## src/rtl/dct_pkg.sv

```systemverilog
`timescale 1ns/1ps
// Shared encodings for the dual-compare timer.
// Assumes: 2-bit fields for mode, count source and compare action.
package dct_pkg;
    typedef enum logic [1:0] {
        WM_FREE  = 2'b00,
        WM_CLRA  = 2'b01,
        WM_SLOPE = 2'b10,
        WM_DUAL  = 2'b11
    } wave_mode_e;

    typedef enum logic [1:0] {
        CS_HOLD = 2'b00,
        CS_CORE = 2'b01,
        CS_PRE  = 2'b10,
        CS_PIN  = 2'b11
    } cnt_src_e;

    typedef enum logic [1:0] {
        ACT_HOLD = 2'b00,
        ACT_TOG  = 2'b01,
        ACT_LOW  = 2'b10,
        ACT_HIGH = 2'b11
    } cmp_act_e;
endpackage

```

## src/rtl/dct_tick_sel.sv

```systemverilog
`timescale 1ns/1ps
// Count-source selector: produces one count-enable pulse per event.
// Assumes: pre_tick is synchronous to clk; ext_pin is asynchronous and
// changes no faster than once every SYNC_STAGES+1 clocks.
module dct_tick_sel
    import dct_pkg::*;
#(
    parameter int SYNC_STAGES = 2
) (
    input  logic       clk,
    input  logic       rst_n,
    input  logic [1:0] src,
    input  logic       pre_tick,
    input  logic       ext_pin,
    input  logic       ext_rise,
    output logic       tick
);
    localparam int SH_W = SYNC_STAGES + 1;

    logic [SH_W-1:0] pin_sh;
    logic            pin_now;
    logic            pin_old;
    logic            rise_evt;
    logic            fall_evt;

    // Synchronise the pin and keep one extra stage for edge detection.
    always_ff @(posedge clk) begin
        if (!rst_n) pin_sh <= '0;
        else        pin_sh <= {pin_sh[SH_W-2:0], ext_pin};
    end

    // Edge detection on the synchronised pin.
    always_comb begin
        pin_now  = pin_sh[SYNC_STAGES-1];
        pin_old  = pin_sh[SYNC_STAGES];
        rise_evt = pin_now & ~pin_old;
        fall_evt = ~pin_now & pin_old;
    end

    // Source multiplexer.
    always_comb begin
        unique case (cnt_src_e'(src))
            CS_HOLD: tick = 1'b0;
            CS_CORE: tick = 1'b1;
            CS_PRE:  tick = pre_tick;
            CS_PIN:  tick = ext_rise ? rise_evt : fall_evt;
            default: tick = 1'b0;
        endcase
    end
endmodule

```

## src/rtl/dct_counter.sv

```systemverilog
`timescale 1ns/1ps
// Counter core: free-running, clear-on-compare, single- and dual-slope
// counting, plus the overflow flag.
// Assumes: tick is a single-cycle enable; ctc_top is the active compare A.
module dct_counter
    import dct_pkg::*;
#(
    parameter int W = 8
) (
    input  logic         clk,
    input  logic         rst_n,
    input  logic         tick,
    input  logic [1:0]   mode,
    input  logic [W-1:0] ctc_top,
    input  logic         ovf_clr,
    output logic [W-1:0] cnt,
    output logic         cnt_up,
    output logic         at_top,
    output logic         ovf_flag
);
    localparam logic [W-1:0] MAXV = '1;
    localparam logic [W-1:0] BOTV = '0;
    localparam logic [W-1:0] ONEV = {{(W-1){1'b0}}, 1'b1};

    logic [W-1:0] cnt_nxt;
    logic         ovf_set;
    wave_mode_e   wm;

    // Next count value and overflow event for the selected mode.
    always_comb begin
        wm      = wave_mode_e'(mode);
        at_top  = (cnt == MAXV);
        cnt_nxt = cnt + ONEV;
        ovf_set = 1'b0;
        unique case (wm)
            WM_FREE, WM_SLOPE: begin
                ovf_set = at_top;
            end
            WM_CLRA: begin
                if (cnt == ctc_top) cnt_nxt = BOTV;
                ovf_set = at_top;
            end
            WM_DUAL: begin
                if (cnt_up) cnt_nxt = at_top ? (cnt - ONEV) : (cnt + ONEV);
                else        cnt_nxt = (cnt == BOTV) ? (cnt + ONEV) : (cnt - ONEV);
                ovf_set = !cnt_up && (cnt == ONEV);
            end
            default: ovf_set = 1'b0;
        endcase
    end

    // Count register.
    always_ff @(posedge clk) begin
        if (!rst_n)    cnt <= BOTV;
        else if (tick) cnt <= cnt_nxt;
    end

    // Slope direction; forced upward outside dual-slope mode.
    always_ff @(posedge clk) begin
        if (!rst_n)                  cnt_up <= 1'b1;
        else if (wm != WM_DUAL)      cnt_up <= 1'b1;
        else if (tick) begin
            if (cnt_up && at_top)            cnt_up <= 1'b0;
            else if (!cnt_up && cnt == BOTV) cnt_up <= 1'b1;
        end
    end

    // Sticky overflow flag, set has priority over clear.
    always_ff @(posedge clk) begin
        if (!rst_n)              ovf_flag <= 1'b0;
        else if (tick && ovf_set) ovf_flag <= 1'b1;
        else if (ovf_clr)        ovf_flag <= 1'b0;
    end
endmodule

```

## src/rtl/dct_cmp_chan.sv

```systemverilog
`timescale 1ns/1ps
// One compare channel: shadow and active compare value, match flag and
// waveform output register.
// Assumes: cnt, cnt_up and at_top come from the counter core of the same
// timer; force_strobe is a single-cycle pulse.
module dct_cmp_chan
    import dct_pkg::*;
#(
    parameter int W = 8
) (
    input  logic         clk,
    input  logic         rst_n,
    input  logic         tick,
    input  logic [1:0]   mode,
    input  logic [W-1:0] cnt,
    input  logic         cnt_up,
    input  logic         at_top,
    input  logic         wr,
    input  logic [W-1:0] wdata,
    input  logic [1:0]   act,
    input  logic         force_strobe,
    input  logic         flag_clr,
    output logic [W-1:0] ocr_act,
    output logic         wave,
    output logic         flag
);
    logic [W-1:0] ocr_shadow;
    logic         pwm;
    logic         match;
    logic         wave_nxt;
    cmp_act_e     ca;

    function automatic logic apply_act(input cmp_act_e a, input logic cur);
        unique case (a)
            ACT_TOG:  return ~cur;
            ACT_LOW:  return 1'b0;
            ACT_HIGH: return 1'b1;
            default:  return cur;
        endcase
    endfunction

    // Decode mode and compare equality.
    always_comb begin
        pwm   = mode[1];
        match = (cnt == ocr_act);
        ca    = cmp_act_e'(act);
    end

    // Shadow register captures every write.
    always_ff @(posedge clk) begin
        if (!rst_n)  ocr_shadow <= '0;
        else if (wr) ocr_shadow <= wdata;
    end

    // Active compare: direct write outside PWM, shadow copy at top in PWM.
    always_ff @(posedge clk) begin
        if (!rst_n)                     ocr_act <= '0;
        else if (!pwm && wr)            ocr_act <= wdata;
        else if (pwm && tick && at_top) ocr_act <= ocr_shadow;
    end

    // Sticky match flag, set has priority over clear.
    always_ff @(posedge clk) begin
        if (!rst_n)             flag <= 1'b0;
        else if (tick && match) flag <= 1'b1;
        else if (flag_clr)      flag <= 1'b0;
    end

    // Next waveform level for the selected mode.
    always_comb begin
        wave_nxt = wave;
        unique case (wave_mode_e'(mode))
            WM_FREE, WM_CLRA: begin
                if (force_strobe)       wave_nxt = apply_act(ca, wave);
                else if (tick && match) wave_nxt = apply_act(ca, wave);
            end
            WM_SLOPE: begin
                if (tick) begin
                    if (at_top) begin
                        if (ca == ACT_LOW)       wave_nxt = 1'b1;
                        else if (ca == ACT_HIGH) wave_nxt = 1'b0;
                    end else if (match) begin
                        if (ca == ACT_LOW)       wave_nxt = 1'b0;
                        else if (ca == ACT_HIGH) wave_nxt = 1'b1;
                    end
                end
            end
            WM_DUAL: begin
                if (tick && match) begin
                    if (ca == ACT_LOW)       wave_nxt = !cnt_up;
                    else if (ca == ACT_HIGH) wave_nxt = cnt_up;
                end
            end
            default: wave_nxt = wave;
        endcase
    end

    // Waveform register.
    always_ff @(posedge clk) begin
        if (!rst_n) wave <= 1'b0;
        else        wave <= wave_nxt;
    end
endmodule

```

## src/rtl/dual_cmp_timer.sv

```systemverilog
`timescale 1ns/1ps
// Dual-compare timer top: count-source select, counter core and two
// compare channels built by a generate loop.
// Assumes: all inputs except ext_pin are synchronous to clk.
module dual_cmp_timer
    import dct_pkg::*;
#(
    parameter int W           = 8,
    parameter int SYNC_STAGES = 2
) (
    input  logic         clk,
    input  logic         rst_n,
    input  logic [1:0]   clk_sel,
    input  logic         pre_tick,
    input  logic         ext_pin,
    input  logic         ext_rise,
    input  logic [1:0]   mode,
    input  logic [1:0]   act_a,
    input  logic [1:0]   act_b,
    input  logic         cmp_a_wr,
    input  logic         cmp_b_wr,
    input  logic [W-1:0] cmp_wdata,
    input  logic         force_a,
    input  logic         force_b,
    input  logic [2:0]   flag_clr,
    output logic [W-1:0] count,
    output logic         wave_a,
    output logic         wave_b,
    output logic         ovf_flag,
    output logic         match_a_flag,
    output logic         match_b_flag
);
    localparam int NCH = 2;

    logic           tick;
    logic           cnt_up;
    logic           at_top;
    logic [NCH-1:0] wr_v;
    logic [NCH-1:0] frc_v;
    logic [NCH-1:0] wave_v;
    logic [NCH-1:0] flag_v;
    logic [1:0]     act_v   [NCH];
    logic [W-1:0]   ocr_act [NCH];

    // Gather per-channel controls into vectors.
    always_comb begin
        wr_v     = {cmp_b_wr, cmp_a_wr};
        frc_v    = {force_b, force_a};
        act_v[0] = act_a;
        act_v[1] = act_b;
    end

    dct_tick_sel #(.SYNC_STAGES(SYNC_STAGES)) u_tick (
        .clk      (clk),
        .rst_n    (rst_n),
        .src      (clk_sel),
        .pre_tick (pre_tick),
        .ext_pin  (ext_pin),
        .ext_rise (ext_rise),
        .tick     (tick)
    );

    dct_counter #(.W(W)) u_cnt (
        .clk      (clk),
        .rst_n    (rst_n),
        .tick     (tick),
        .mode     (mode),
        .ctc_top  (ocr_act[0]),
        .ovf_clr  (flag_clr[0]),
        .cnt      (count),
        .cnt_up   (cnt_up),
        .at_top   (at_top),
        .ovf_flag (ovf_flag)
    );

    for (genvar g = 0; g < NCH; g++) begin : g_chan
        dct_cmp_chan #(.W(W)) u_chan (
            .clk          (clk),
            .rst_n        (rst_n),
            .tick         (tick),
            .mode         (mode),
            .cnt          (count),
            .cnt_up       (cnt_up),
            .at_top       (at_top),
            .wr           (wr_v[g]),
            .wdata        (cmp_wdata),
            .act          (act_v[g]),
            .force_strobe (frc_v[g]),
            .flag_clr     (flag_clr[g+1]),
            .ocr_act      (ocr_act[g]),
            .wave         (wave_v[g]),
            .flag         (flag_v[g])
        );
    end

    // Drive the per-channel outputs.
    always_comb begin
        wave_a       = wave_v[0];
        wave_b       = wave_v[1];
        match_a_flag = flag_v[0];
        match_b_flag = flag_v[1];
    end
endmodule

```

## config.mk

```make
export PLATFORM = sky130hd
export DESIGN_NAME = dual_cmp_timer
export DESIGN_NICKNAME = d
export VERILOG_FILES = /design/src/rtl/dct_pkg.sv /design/src/rtl/dct_tick_sel.sv /design/src/rtl/dct_counter.sv /design/src/rtl/dct_cmp_chan.sv /design/src/rtl/dual_cmp_timer.sv
export SDC_FILE = /design/constraint.sdc
export NUM_CORES = 1
export LEC_CHECK = 0
export CAP_MARGIN = 20
export CORE_MARGIN = 2
export CORE_UTILIZATION = 49
export CTS_CLUSTER_DIAMETER = 60
export CTS_CLUSTER_SIZE = 30
export DETAILED_ROUTE_END_ITERATION = 12
export DONT_BUFFER_PORTS = 1
export HOLD_SLACK_MARGIN = 0.02
export PLACE_DENSITY_LB_ADDON = 0.2
export REMOVE_ABC_BUFFERS = 1
export SLEW_MARGIN = 10
export SYNTH_ARGS = -nofsm -noshare
export SYNTH_HDL_FRONTEND = slang
export SYNTH_SLANG_ARGS = --single-unit
```

## constraint.sdc

```tcl
create_clock -name clk -period 2.4 [get_ports clk]
set_input_delay 0.24 -clock clk [delete_from_list [all_inputs] [get_ports clk]]
set_output_delay 0.24 -clock clk [all_outputs]
set_load 0.03 [all_outputs]
```

# Yosys cells after proc, flatten, opt, wreduce, memory -nomap -nowiden
# Index checks and enable logic that the tools add are counted.
# word_totals
regBits,49
# op_classes
eq_ne,29
bitwise_logic,7
reduce_logical,27
addsub,2
muxes,48
# op_table
op,n
$mux 8,8
$mux 1,33
$eq 2x2->1 const B,8
$eq 8x8->1,2
$pmux 8 s2,1
$ne 3x1->1 const B,5
$pmux 1 s3,4
$reduce_bool 2->1,6
$logic_and 1x1->1,10
$add 8x1->8 const B,1
$eq 2x1->1 const B,4
$eq 8x1->1 const B,1
$eq 8x8->1 const B,1
$logic_not 8->1,1
$ne 4x4->1 const B,2
$sub 8x1->8 const B,1
$reduce_and 7->1,1
$ne 2x1->1 const B,3
$ne 3x2->1 const B,2
$reduce_and 6->1,1
$not 1->1,5
$logic_not 2->1,2
$pmux 1 s4,1
$reduce_or 2->1,2
6 further kinds,8

# Logic depth before layout (Yosys ltp)
# depth
ltp_word,8
mapped_depth,10
mapped_depth_nobuf,9

# Hierarchy
# A second synthesis with hierarchy kept.
# hier_totals
cells_unflattened,313
hier_area_um2,2954.1
# by_module_without_submodules
mod,cells_each,instances,area_each_um2
dct_cmp_chan,93,2,944.7
dct_counter,115,1,949.7
dct_tick_sel,12,1,115.1

# Least setup slack after synthesis
# OpenSTA, ideal clock, no wires.
# synth_timing
path_type,register -> register
start,register u_cnt.cnt[0]
end,register u_cnt.cnt[3]
n_path_buf,1
setup_time_ns,0.120
stages_incl_launch_ff,10
required_time_ns,2.280
setup_slack_ns,0.153
arrival_ns,2.127
path_cell_list,dfxtp_1 > buf_2 > inv_1 > ha_1 > nor3b_4 > a21oi_1 > o2111a_2 > nor2_1 > and3_1 > o31a_1
# synth_via
elab_chain_len,4
# synth_lines
item,line_no,rtl
"start, declared",dct_counter.sv:16,"output logic [W-1:0] cnt,"
"start signal, assigned",dct_counter.sv:55,else if (tick) cnt <= cnt_nxt;
$sub 8x1->8 (tied with other cells),"dct_counter.sv:44, dct_counter.sv:45",
$mux 8 (on tied branches),"dct_counter.sv:45, dct_counter.sv:44",
$mux 8,dct_counter.sv:44,if (cnt_up) cnt_nxt = at_top ? (cnt - ONEV) : (cnt + ONEV);
$pmux 8 s2 (*),dct_counter.sv:35,unique case (wm)
# Every way passes the cells marked *; elsewhere a longest branch is shown, timed or not.
# A chain may end at the register's enable or synchronous reset.

# Final worst setup path
# layout_timing
start,register u_tick.pin_sh[1]
end,register u_cnt.cnt_up
# layout_via
elab_chain_len,5
# layout_lines
item,line_no,rtl
"start, declared",dct_tick_sel.sv:20,logic [SH_W-1:0] pin_sh;
"start signal, assigned",dct_tick_sel.sv:29,"else pin_sh <= {pin_sh[SH_W-2:0], ext_pin};"
$not 1->1,dct_tick_sel.sv:37,fall_evt = ~pin_now & pin_old;
$and 1x1->1,dct_tick_sel.sv:37,
$mux 1 (*),dct_tick_sel.sv:46,CS_PIN: tick = ext_rise ? rise_evt : fall_evt;
$pmux 1 s4 (*),dct_tick_sel.sv:42,unique case (cnt_src_e'(src))
$reduce_and 2->1 (no line) (*),-,
"end signal, assigned",dct_counter.sv:60,if (!rst_n) cnt_up <= 1'b1;
"end signal, assigned",dct_counter.sv:61,else if (wm != WM_DUAL) cnt_up <= 1'b1;
"end signal, assigned",dct_counter.sv:63,if (cnt_up && at_top) cnt_up <= 1'b0;
"end, declared",dct_counter.sv:17,"output logic cnt_up,"
# Marked as above.

==> out/results.ini <==
[cells_and_area]
fillers = 554
nets = 364
antennaDiodeCount = 0
layout_commonest_cell = dfxtp_1
drive_above_1_share_pct = 12.3
layout_common_cells = 49 x dfxtp_1, 35 x mux2i_1, 29 x nand2_1
syn_to_final_growth_pct = 8.23

[global_routing]
gr-total-overflow = 0
grt_max_degree = 52
antenna_found_initial = 0
grt_pass1_wl_um = 10500
grt_pass1_vias = 2137
grt_usage_pct = 20.9

[power]
switching_share_pct = 27.9
internal-power_mw = 1.24
power.leakage_nw = 1.46
ir_drop_v = 0.000299
p_sw_mw = 0.478
clkPwrFrac_pct = 30.4
powerDensity_nw_per_um2 = 544
combPwrFrac_pct = 17.3
p_seq_share_pct = 52.3

[cts]
root_buffer = clkbuf_8
clk_path_buf_depth = 2
post_cts_buffers = 0
clk_latency_ns = 0.31
cts_tree = yes
cts_sinks = 49
cts_htree_levels = 2
cts_inserted_buffers = 5
clk_pin_slew_worst_paths_ns = 0.09

[floorplan]
rows = 28
ios = 41
core-area_um2 = 5850
die_h_um = 81.2
die-width_um = 81.2
start_util_pct = 49.9
die_area_um2 = 6590

[worst_setup_path]
crit_path_frequent_cell = a31oi_1
reg2reg_from = u_tick.pin_sh[1]
worst_ep_arrival_time_ns = 2.45
critPathBufInv = 2
cp-endpoint = u_cnt.cnt_up
path_depth = 8
path_class = register to register
crit_family = buffers and inverters
path_cells = and4bb_2 > a31oi_1 > nand3_1 > buf_4 > a31oi_1 > a31o_2 > nand4_1 > dlygate4sd3_1
crit_required_ns = 2.61
crit_fanout = 13
r2r_cells = 8
regToRegSetupSlack_ns = 0.16
worst_setup_path_end_kind = register
cpPeakStageDelay_ns = 0.55
timing.rr.end = u_cnt.cnt_up
cp-startpoint = u_tick.pin_sh[1]
start_kind = register
crit_path_top_delay_cell = dlygate4sd3_1

[route]
drt-wirelength-per-cell_um = 16.1
first_pass_iters = 6
drc = 0
drtAntennaViolNets = 0
drtIter0Drc = 164
drt-total-wl_um = 6590
num_vias = 2364
avgViaCountPerCell = 5.79

[logic_synthesis]
netlist_area_um2 = 2920
synth-main-ff-cell = dfxtp_1
ys_async_sr_fraction_pct = 0
yosysWarnings = 0
synth-seq-cells = 49
yosys.cell_types.count = 57
synth_edf_count = 0
synth_cells = 328
synth-seq-area-share_pct = 33.6
synth_area_per_cell_um2 = 8.90

[sta]
fin_ws_ns = 0.159
finClkSkew_ns = 0.00389
max_freq_mhz = 446
rsz0062_at_grt = false
finalHoldViolations = 0
setup_violations = 0
slew_headroom_pct = 64.2
period_share_pct = 93.4
min_period_ns = 2.24
fin_tns_setup_ns = 0
tightest_slew_ns = 0.523
timing.final.max_slew_violations = 0

[run]
maxCapViolations = 0

[placement]
place_ws_ns = 0.317
hpwl_um = 4630
gp_congestion = 0.909
portBuffers = 0

[worst_hold_path]
hold_depth = 1
min_path_type = primary input to register

[run_status]
status = finished, final reports clean

[power groups by stage]
stage | registers [mW] | logic [mW] | clock network (mW)
finish | 0.897 | 0.297 | 0.523
global route | 0.903 | 0.327 | 0.574
CTS | 0.898 | 0.297 | 0.543
detailed placement | 0.917 | 0.294 | 0
global placement | 0.915 | 0.294 | 0
floorplan | 0.922 | 0.209 | 0
[flip-flops by register name (all words and copies together), names as in the netlist]
name                      cells
g_chan.u_chan.wave            2
u_cnt.cnt_up                  1
g_chan.u_chan.ocr_shadow     16
u_cnt.ovf_flag                1
u_cnt.cnt                     8
g_chan.u_chan.ocr_act        16
u_tick.pin_sh                 3
g_chan.u_chan.flag            2
[worst min path at each step]
stage	from	end	slack, ns
after global routing	ext_pin	u_tick.pin_sh[0]	0.05
after detailed placement	mode[1]	u_cnt.cnt_up	0.33
after global placement	mode[1]	u_cnt.cnt_up	0.32
after floorplan	mode[1]	u_cnt.cnt_up	0.31
final	ext_pin	u_tick.pin_sh[0]	0.06
after CTS	rst_n	u_cnt.ovf_flag	0.05
[cell type report]
class	instances	area (um2)	area share [%]
clock buffers	6	82.6	2.61
clock inverters	2	13.8	0.436
inverters	11	41.3	1.31
multi-input cells	243	1780	56.2
flip-flops and latches	49	981	31.1
well taps	75	93.8	2.97
repair buffers	22	170	5.39
[routing by layer]
metal	vias to the layer above	track usage, %	share of wire (%)
met2	62	33.3	47
met3	8	4.78	5.7
met5	-	0	0
met1	1108	28.1	46
met4	0	6.44	1.2
li1	1186	-	-
[repair_timing]
item                       4_1_cts  5_1_grt
hold endpoints to repair         1        0
setup endpoints to repair        0        0
gates resized for setup          0        0
hold buffers                     2        0
[through the flow]
stage          area, um2  power (mW)  hold WS [ns]  utilization (%)  instances
2_1_floorplan       2800        1.13         0.314                -        303
3_3_place_gp        3040        1.21         0.318             52.0        398
3_5_place_dp        3040        1.21         0.327             52.0        398
4_1_cts             3160        1.74        0.0462             54.0        408
5_1_grt             3160        1.80        0.0454             54.0        408
6_report            3160        1.72        0.0563             54.0        408
[cells by family after synthesis]
family                   count (synthesis)  share of synthesized area, %
AO/OA/AOI/OAI                           77                          20.4
XOR/XNOR                                21                          6.30
adder cells (fa/ha/maj)                  4                          1.72
buffers and inverters                   36                          5.53
flip-flops                              49                          33.6
multiplexers                            35                          12.0
AND/OR/NAND/NOR                        106                          20.4
[synth_stat cells (2+ instances only)]
library cell	n	share of area, %
o22ai_1	3	0.64
o211a_1	16	5.5
nor2_1	11	1.4
nand4_1	5	1.1
a31o_2	4	1.2
nor3_1	4	0.69
and2_1	5	1.1
o21ai_0	7	1.2
nor4_2	3	1.3
a21oi_1	17	2.9
mux2i_1	35	12
nor3b_1	3	0.77
nand2b_1	2	0.43
o31a_1	3	0.90
nor2b_1	23	4.9
o2111ai_1	3	0.90
inv_1	9	1.2
o21bai_1	2	0.51
a211oi_1	2	0.51
xor2_1	9	2.7
nand2_1	29	3.7
buf_2	11	1.9
and3_1	5	1.1
nor4_1	3	0.64
xnor2_1	12	3.6
ha_1	4	1.7
a31oi_1	4	0.86
nand3_1	6	1.0
a21o_1	2	0.51
clkbuf_1	11	1.4
dfxtp_1	49	34
[worst reg2reg max path, delay by kind of cell, from the launching register on]
| family | cells | cell delay, ns |
|---|---|---|
| AOI/OAI and AO/OA | 3 | 0.48 |
| DFF | 1 | 0.35 |
| buffers and inverters | 2 | 0.80 |
| and+or+nand+nor | 3 | 0.52 |
No activity file was read; power rests on OpenSTA's default activity.
